**config.mk**
```make
export PLATFORM = sky130hd
export DESIGN_NAME = rxq_frame_fifo
export DESIGN_NICKNAME = d
export VERILOG_FILES = /design/src/rtl/rxq_pkg.sv /design/src/rtl/rxq_store.sv /design/src/rtl/rxq_ptrs.sv /design/src/rtl/rxq_flags.sv /design/src/rtl/rxq_frame_fifo.sv
export SDC_FILE = /design/constraint.sdc
export NUM_CORES = 1
export LEC_CHECK = 0
export ABC_AREA = 1
export BUFFER_PORTS_ARGS = -buffer_cell sky130_fd_sc_hd__buf_2
export CAP_MARGIN = 30
export CORE_MARGIN = 2
export CORE_UTILIZATION = 40
export DETAILED_ROUTE_END_ITERATION = 16
export GPL_TIMING_DRIVEN = 0
export HOLD_SLACK_MARGIN = 0.1
export PLACE_DENSITY = 0.59
export SETUP_SLACK_MARGIN = 0.2
export SYNTH_ARGS = -nofsm -noshare
export SYNTH_HDL_FRONTEND = slang
export SYNTH_HIERARCHICAL = 1
export SYNTH_SLANG_ARGS = --single-unit
```
**constraint.sdc**
```tcl
create_clock -name clk -period 15 [get_ports clk]
set_clock_uncertainty 0.15 [all_clocks]
set_input_delay 3.75 -clock clk [delete_from_list [all_inputs] [get_ports clk]]
set_output_delay 3.75 -clock clk [all_outputs]
set_load 0.02 [all_outputs]
```
**src/rtl/rxq_pkg.sv**
```systemverilog
package rxq_pkg;
  // One cycle's worth of commands seen by the pointer unit
  typedef struct packed {
    logic wr;
    logic rd;
    logic acc;
    logic rej;
    logic fl;
  } rxq_req_t;
endpackage

```
**src/rtl/rxq_store.sv**
```systemverilog
module rxq_store #(
  parameter int W     = 8,
  parameter int DEPTH = 128,
  parameter int AW    = $clog2(DEPTH)
) (
  input  logic          clk,
  input  logic          rst_n,
  input  logic          wr_en,
  input  logic [AW-1:0] wr_addr,
  input  logic [W-1:0]  wr_data,
  input  logic [AW-1:0] rd_addr,
  output logic [W-1:0]  rd_raw,
  input  logic          rd_fire,
  input  logic          mark_set,
  input  logic [AW-1:0] mark_addr,
  input  logic          flush,
  output logic          mark_at_rd
);
  logic [W-1:0]     mem [DEPTH];
  logic [DEPTH-1:0] mark_q, mark_d;

  // Byte array: data only, no reset needed
  always_ff @(posedge clk) begin
    if (wr_en) mem[wr_addr] <= wr_data;
  end

  assign rd_raw     = mem[rd_addr];
  assign mark_at_rd = mark_q[rd_addr];

  // End-of-frame marks: set on accept, cleared when the byte is consumed
  always_comb begin
    mark_d = mark_q;
    if (rd_fire)  mark_d[rd_addr]   = 1'b0;
    if (mark_set) mark_d[mark_addr] = 1'b1;
    if (flush)    mark_d            = '0;
  end

  always_ff @(posedge clk or negedge rst_n) begin
    if (!rst_n) mark_q <= '0;
    else        mark_q <= mark_d;
  end
endmodule

```
**src/rtl/rxq_ptrs.sv**
```systemverilog
module rxq_ptrs
  import rxq_pkg::*;
#(
  parameter int DEPTH = 128,
  parameter int AW    = $clog2(DEPTH),
  parameter int CW    = AW + 1
) (
  input  logic          clk,
  input  logic          rst_n,
  input  rxq_req_t      req,
  input  logic          mark_at_rd,
  output logic          wr_en,
  output logic [AW-1:0] wr_addr,
  output logic [AW-1:0] rd_addr,
  output logic          rd_fire,
  output logic          mark_set,
  output logic [AW-1:0] mark_addr,
  output logic [CW-1:0] commit_cnt,
  output logic [CW-1:0] held_cnt,
  output logic [CW-1:0] frame_cnt,
  output logic          ovf
);
  localparam logic [AW-1:0] LAST = AW'(DEPTH - 1);
  localparam logic [CW-1:0] FULL = CW'(DEPTH);

  function automatic logic [AW-1:0] step_up(input logic [AW-1:0] p);
    return (p == LAST) ? '0 : p + 1'b1;
  endfunction

  function automatic logic [AW-1:0] step_dn(input logic [AW-1:0] p);
    return (p == '0) ? LAST : p - 1'b1;
  endfunction

  logic [AW-1:0] rp_q, rp_d, cwp_q, cwp_d, swp_q, swp_d, swp_w;
  logic [CW-1:0] ccnt_q, ccnt_d, tcnt_q, tcnt_d, fcnt_q, fcnt_d;
  logic [CW-1:0] tcnt_w, ccnt_r;
  logic          ovf_q, ovf_d;
  logic          live, wr_ok, do_wr, ovf_hit, do_rd, rej_eff, acc_eff;

  always_comb begin
    live    = !req.fl;
    wr_ok   = live && req.wr && !ovf_q;
    do_wr   = wr_ok && (tcnt_q != FULL);
    ovf_hit = wr_ok && (tcnt_q == FULL);
    do_rd   = live && req.rd && (ccnt_q != '0);
    rej_eff = live && (req.rej || (req.acc && ovf_q));
    acc_eff = live && req.acc && !req.rej && !ovf_q;

    swp_w  = do_wr ? step_up(swp_q) : swp_q;
    tcnt_w = tcnt_q + CW'(do_wr) - CW'(do_rd);
    ccnt_r = ccnt_q - CW'(do_rd);

    rp_d     = do_rd ? step_up(rp_q) : rp_q;
    cwp_d    = cwp_q;
    swp_d    = swp_w;
    ccnt_d   = ccnt_r;
    tcnt_d   = tcnt_w;
    ovf_d    = ovf_q || ovf_hit;
    mark_set = 1'b0;

    if (rej_eff) begin
      swp_d  = cwp_q;
      tcnt_d = ccnt_r;
    end else if (acc_eff) begin
      cwp_d    = swp_w;
      ccnt_d   = tcnt_w;
      mark_set = (tcnt_w != ccnt_r);
    end

    fcnt_d = fcnt_q + CW'(mark_set) - CW'(do_rd && mark_at_rd);

    if (req.fl) begin
      rp_d   = '0;
      cwp_d  = '0;
      swp_d  = '0;
      ccnt_d = '0;
      tcnt_d = '0;
      fcnt_d = '0;
      ovf_d  = 1'b0;
    end
  end

  always_ff @(posedge clk or negedge rst_n) begin
    if (!rst_n) begin
      rp_q   <= '0;
      cwp_q  <= '0;
      swp_q  <= '0;
      ccnt_q <= '0;
      tcnt_q <= '0;
      fcnt_q <= '0;
      ovf_q  <= 1'b0;
    end else begin
      rp_q   <= rp_d;
      cwp_q  <= cwp_d;
      swp_q  <= swp_d;
      ccnt_q <= ccnt_d;
      tcnt_q <= tcnt_d;
      fcnt_q <= fcnt_d;
      ovf_q  <= ovf_d;
    end
  end

  assign wr_en      = do_wr;
  assign wr_addr    = swp_q;
  assign rd_addr    = rp_q;
  assign rd_fire    = do_rd;
  assign mark_addr  = step_dn(swp_w);
  assign commit_cnt = ccnt_q;
  assign held_cnt   = tcnt_q;
  assign frame_cnt  = fcnt_q;
  assign ovf        = ovf_q;
endmodule

```
**src/rtl/rxq_flags.sv**
```systemverilog
module rxq_flags #(
  parameter int W  = 8,
  parameter int CW = 8
) (
  input  logic          clk,
  input  logic          rst_n,
  input  logic [CW-1:0] commit_cnt,
  input  logic [CW-1:0] held_cnt,
  input  logic [CW-1:0] frame_cnt,
  input  logic [CW-1:0] thresh,
  input  logic [W-1:0]  rd_raw,
  output logic [W-1:0]  rd_data,
  output logic          not_empty,
  output logic          rdy,
  output logic          rdy_pulse
);
  logic rdy_q;

  always_comb begin
    not_empty = (commit_cnt != '0);
    rd_data   = not_empty ? rd_raw : '0;
    rdy       = ((thresh != '0) && (held_cnt >= thresh)) || (frame_cnt != '0);
    rdy_pulse = rdy && !rdy_q;
  end

  always_ff @(posedge clk or negedge rst_n) begin
    if (!rst_n) rdy_q <= 1'b0;
    else        rdy_q <= rdy;
  end
endmodule

```
**src/rtl/rxq_frame_fifo.sv**
```systemverilog
module rxq_frame_fifo
  import rxq_pkg::*;
#(
  parameter int W     = 8,
  parameter int DEPTH = 128,
  localparam int AW   = $clog2(DEPTH),
  localparam int CW   = AW + 1
) (
  input  logic          clk,
  input  logic          rst_n,
  input  logic          wr_valid,
  input  logic [W-1:0]  wr_data,
  input  logic          frame_ok,
  input  logic          frame_drop,
  input  logic          flush,
  input  logic          rd_en,
  output logic [W-1:0]  rd_data,
  input  logic [CW-1:0] rdy_thresh,
  output logic          not_empty,
  output logic          frame_rdy,
  output logic          frame_rdy_pulse,
  output logic          overflow
);
  logic [1:0]    rst_sync;
  logic          rst_core_n;
  rxq_req_t      req;
  logic          wr_en, rd_fire, mark_set, mark_at_rd;
  logic [AW-1:0] wr_addr, rd_addr, mark_addr;
  logic [CW-1:0] commit_cnt, held_cnt, frame_cnt;
  logic [W-1:0]  rd_raw;

  // Assert asynchronously, release on the clock
  always_ff @(posedge clk or negedge rst_n) begin
    if (!rst_n) rst_sync <= 2'b00;
    else        rst_sync <= {rst_sync[0], 1'b1};
  end
  assign rst_core_n = rst_sync[1];

  assign req = '{wr: wr_valid, rd: rd_en, acc: frame_ok, rej: frame_drop, fl: flush};

  rxq_ptrs #(.DEPTH(DEPTH), .AW(AW), .CW(CW)) u_ptrs (
    .clk(clk), .rst_n(rst_core_n), .req(req), .mark_at_rd(mark_at_rd),
    .wr_en(wr_en), .wr_addr(wr_addr), .rd_addr(rd_addr), .rd_fire(rd_fire),
    .mark_set(mark_set), .mark_addr(mark_addr), .commit_cnt(commit_cnt),
    .held_cnt(held_cnt), .frame_cnt(frame_cnt), .ovf(overflow)
  );

  rxq_store #(.W(W), .DEPTH(DEPTH), .AW(AW)) u_store (
    .clk(clk), .rst_n(rst_core_n), .wr_en(wr_en), .wr_addr(wr_addr),
    .wr_data(wr_data), .rd_addr(rd_addr), .rd_raw(rd_raw), .rd_fire(rd_fire),
    .mark_set(mark_set), .mark_addr(mark_addr), .flush(flush),
    .mark_at_rd(mark_at_rd)
  );

  rxq_flags #(.W(W), .CW(CW)) u_flags (
    .clk(clk), .rst_n(rst_core_n), .commit_cnt(commit_cnt),
    .held_cnt(held_cnt), .frame_cnt(frame_cnt), .thresh(rdy_thresh),
    .rd_raw(rd_raw), .rd_data(rd_data), .not_empty(not_empty),
    .rdy(frame_rdy), .rdy_pulse(frame_rdy_pulse)
  );
endmodule

```
==> metrics.txt <==
Die Span Y 373 um; combinational power share 35.8%; fin cells 8002; Resize count post-CTS 0; All-Layer GR Usage 26.9%; status finished clean; max-slew violations 0; Clock transition at path regs 0.05 ns; sw frac 40.1%; Post-CTS Setup Repair Bufs 0; initial antenna violation count 7; fin crit share 59.2%; gpl congestion 1.05; sequential element share of the synthesized area 64.5%; Starting Density 40.3%; CTS tree yes; Hold WC Path Type reg2reg; Mapped Cells 5916; synthesized area 54500 um^2; uppermost layer routed met5; drt wl/cell 23.7 um; total wire length 190000 um; Worst-Margin Slew 1.09 ns; area delta synth->final 13.2%; nets@finish 6166; first-pass GRT wire length 271000 um; WL met3 19100 um; Switch Pwr 4320 uW; share of async-settable or async-resettable flops after synthesis 14.7%; cell row count 135; Met1 Wirelength 76300 um; overall power 10800 uW; most frequent cell after synthesis nand2_1; Die ar. 139000 um^2; internal power 6450 uW; RSZ-0062 raised after global routing false; Crit Path Max Fanout 2; TritonCTS Buffers 134; CP endpoint kind primary output; Boundary Pins 35; Yosys warning count 6; Seq pwr share 34.3%; Syn Nets 5972; largest net degree at the start of global routing 81; CORE AREA 135000 um^2; Leakage 0.0263 uW; fmax 113 MHz; post-synth top area cell edfxtp_1; critical path launch point type primary input; die width 373 um; via count 42400; commonest cells in the netlist nand2_1 (3386), edfxtp_1 (1024), nor2_1 (320), inv_1 (179), dfrtp_1 (177); kind of critical path in2out; Unique masters post-synth 49; Setup TNS Final 0 ns; fill cell count 12900; CTS Sinks 1201; top cell type's share of synthesized area 56.4%; PwrDens 174 nW/um^2; clock network power share 29.9%; post-route ant nets 0; GRT Residual Overflow 0; WP data arrival 4.98 ns; H-Tree Level Count 4; root buffer cell clkbuf_16; Setup-failing EPs final 0; VDD IR max 149 uV; Worst EP required 11.10 ns; Seq cells post-synth 1201; vias in the first global route 39800; Top FF cell, synth edfxtp_1; Vias/cell 5.30; routed wl met2 84200 um; Bufs on Longest Clock Path 3; post-DP HPWL 131000 um; # port buffers 33; leading post-synthesis cells by cell area edfxtp_1 (56%), nand2_1 (23%), dfrtp_1 (8.1%); headroom to the max-slew limit 26.8%; ratio of cells with drive above 1 in the final layout 7.48%; max-cap viol count 0; EDFF count, synth 1024; Final Hold Viols 0; Clock Latency Late Sink 0.77 ns; drc violations 0; Placed Cells 7751; # hold bufs at CTS 0; DRT Pass-1 Iters 6; Detailed Route Iter0 Violations 5185; fin crit period 8.88 ns; mean area per synthesized cell 9.22 um^2
==> routing by layer <==
layer / GRT usage [%] / up-vias
met5: 0 / -
met4: 13.7 / 6
met3: 6.84 / 482
met2: 41.3 / 2137
met1: 35.3 / 20300
li1: - / 19500
==> worst paths after layout <==
path	start	end	slack (ns)	depth (start not counted)
worst max-delay path	rdy_thresh[7]	frame_rdy_pulse	6.12	10
worst max register to register	u_ptrs/rd_addr[3]	u_ptrs/frame_cnt[6]	9.71	25
worst min register to register	rst_sync[0]	rst_sync[1]	0.20	0
worst min-delay path	rst_sync[0]	rst_sync[1]	0.20	0
max in group asynchronous	rst_n	rst_sync[1]	11.99	1
min in group asynchronous	rst_sync[1]	u_ptrs/held_cnt[6]	0.28	0
==> registers in the layout, indices dropped and copies added, names as in the netlist <==
name               cells
u_ptrs/rd_addr         7
u_ptrs/wr_addr         7
u_ptrs/ovf             1
u_ptrs/commit_cnt      8
u_flags/rdy_q          1
u_ptrs/frame_cnt       8
u_ptrs/held_cnt        8
u_ptrs/cwp_q           7
u_store/mem         1024
rst_sync               2
u_store/mark_q       128
==> metrics by stage <==
stage | hold WS (ns) | util (%) | worst slack, ns | instance area (um^2)
2_1_floorplan | 0.181 | - | 6.30 | 54500
3_3_place_gp | 0.187 | 42.0 | 6.12 | 56900
3_5_place_dp | 0.190 | 42.4 | 6.13 | 57400
4_1_cts | 0.203 | 45.5 | 6.11 | 61700
5_1_grt | 0.207 | 45.6 | 6.00 | 61700
6_report | 0.200 | 45.6 | 6.12 | 61700
==> logic make-up after synthesis <==
group           Yosys count  synth area share (%)
xor+xnor                 16                 0.305
buf+inv                 476                  3.77
simple gates           3849                  27.3
compound gates          340                  3.28
flops                  1201                  64.5
fa+ha+maj                33                 0.785
other cells               1               0.00688
==> power groups by stage <==
| stage | Clock [uW] | Combinational (uW) | Sequential (uW) |
|---|---|---|---|
| global route | 3400 | 4150 | 3690 |
| detailed placement | 0 | 3740 | 3760 |
| global placement | 0 | 3680 | 3770 |
| floorplan | 0 | 2170 | 3750 |
| CTS | 3270 | 3760 | 3690 |
| finish | 3220 | 3860 | 3690 |
==> cells in the final DEF, fill, tap and decap left out, types with 11 or more instances in the layout <==
cell type	instances
buf_1	37
nand3_1	65
o21ai_0	114
nand2_1	3386
dfrtp_1	176
o21ai_1	21
clkinv_2	18
a21oi_1	156
ha_1	31
o22ai_1	32
inv_1	179
buf_6	17
buf_2	186
edfxtp_1	1024
clkinv_1	26
clkbuf_16	140
nor2_1	320
clkbuf_1	110
or2_2	11
nor3_1	12
nand4_1	20
==> area by class of cell <==
class	count	area (um^2)	share of cell area, %
buffer	287	1350	2.19
antenna	2	5.00	0.00811
inverter	189	717	1.16
multi-input combinational	4239	17300	28.0
clock buffer	182	3720	6.03
clock inverter	63	553	0.896
sequential	1201	35200	57.0
tap	1781	2230	3.61
timing repair buffer	58	676	1.09
==> worst max-delay path, cell delays in order <==
cell and delay (ns):
buf_2 0.10, inv_1 0.04, ha_1 0.28, nand2_1 0.07, nor2_1 0.18, nand4_1 0.11, nand3_1 0.10, nand2_1 0.07
a21oi_1 0.11, buf_2 0.17
Power figures use the tool's default switching activity.
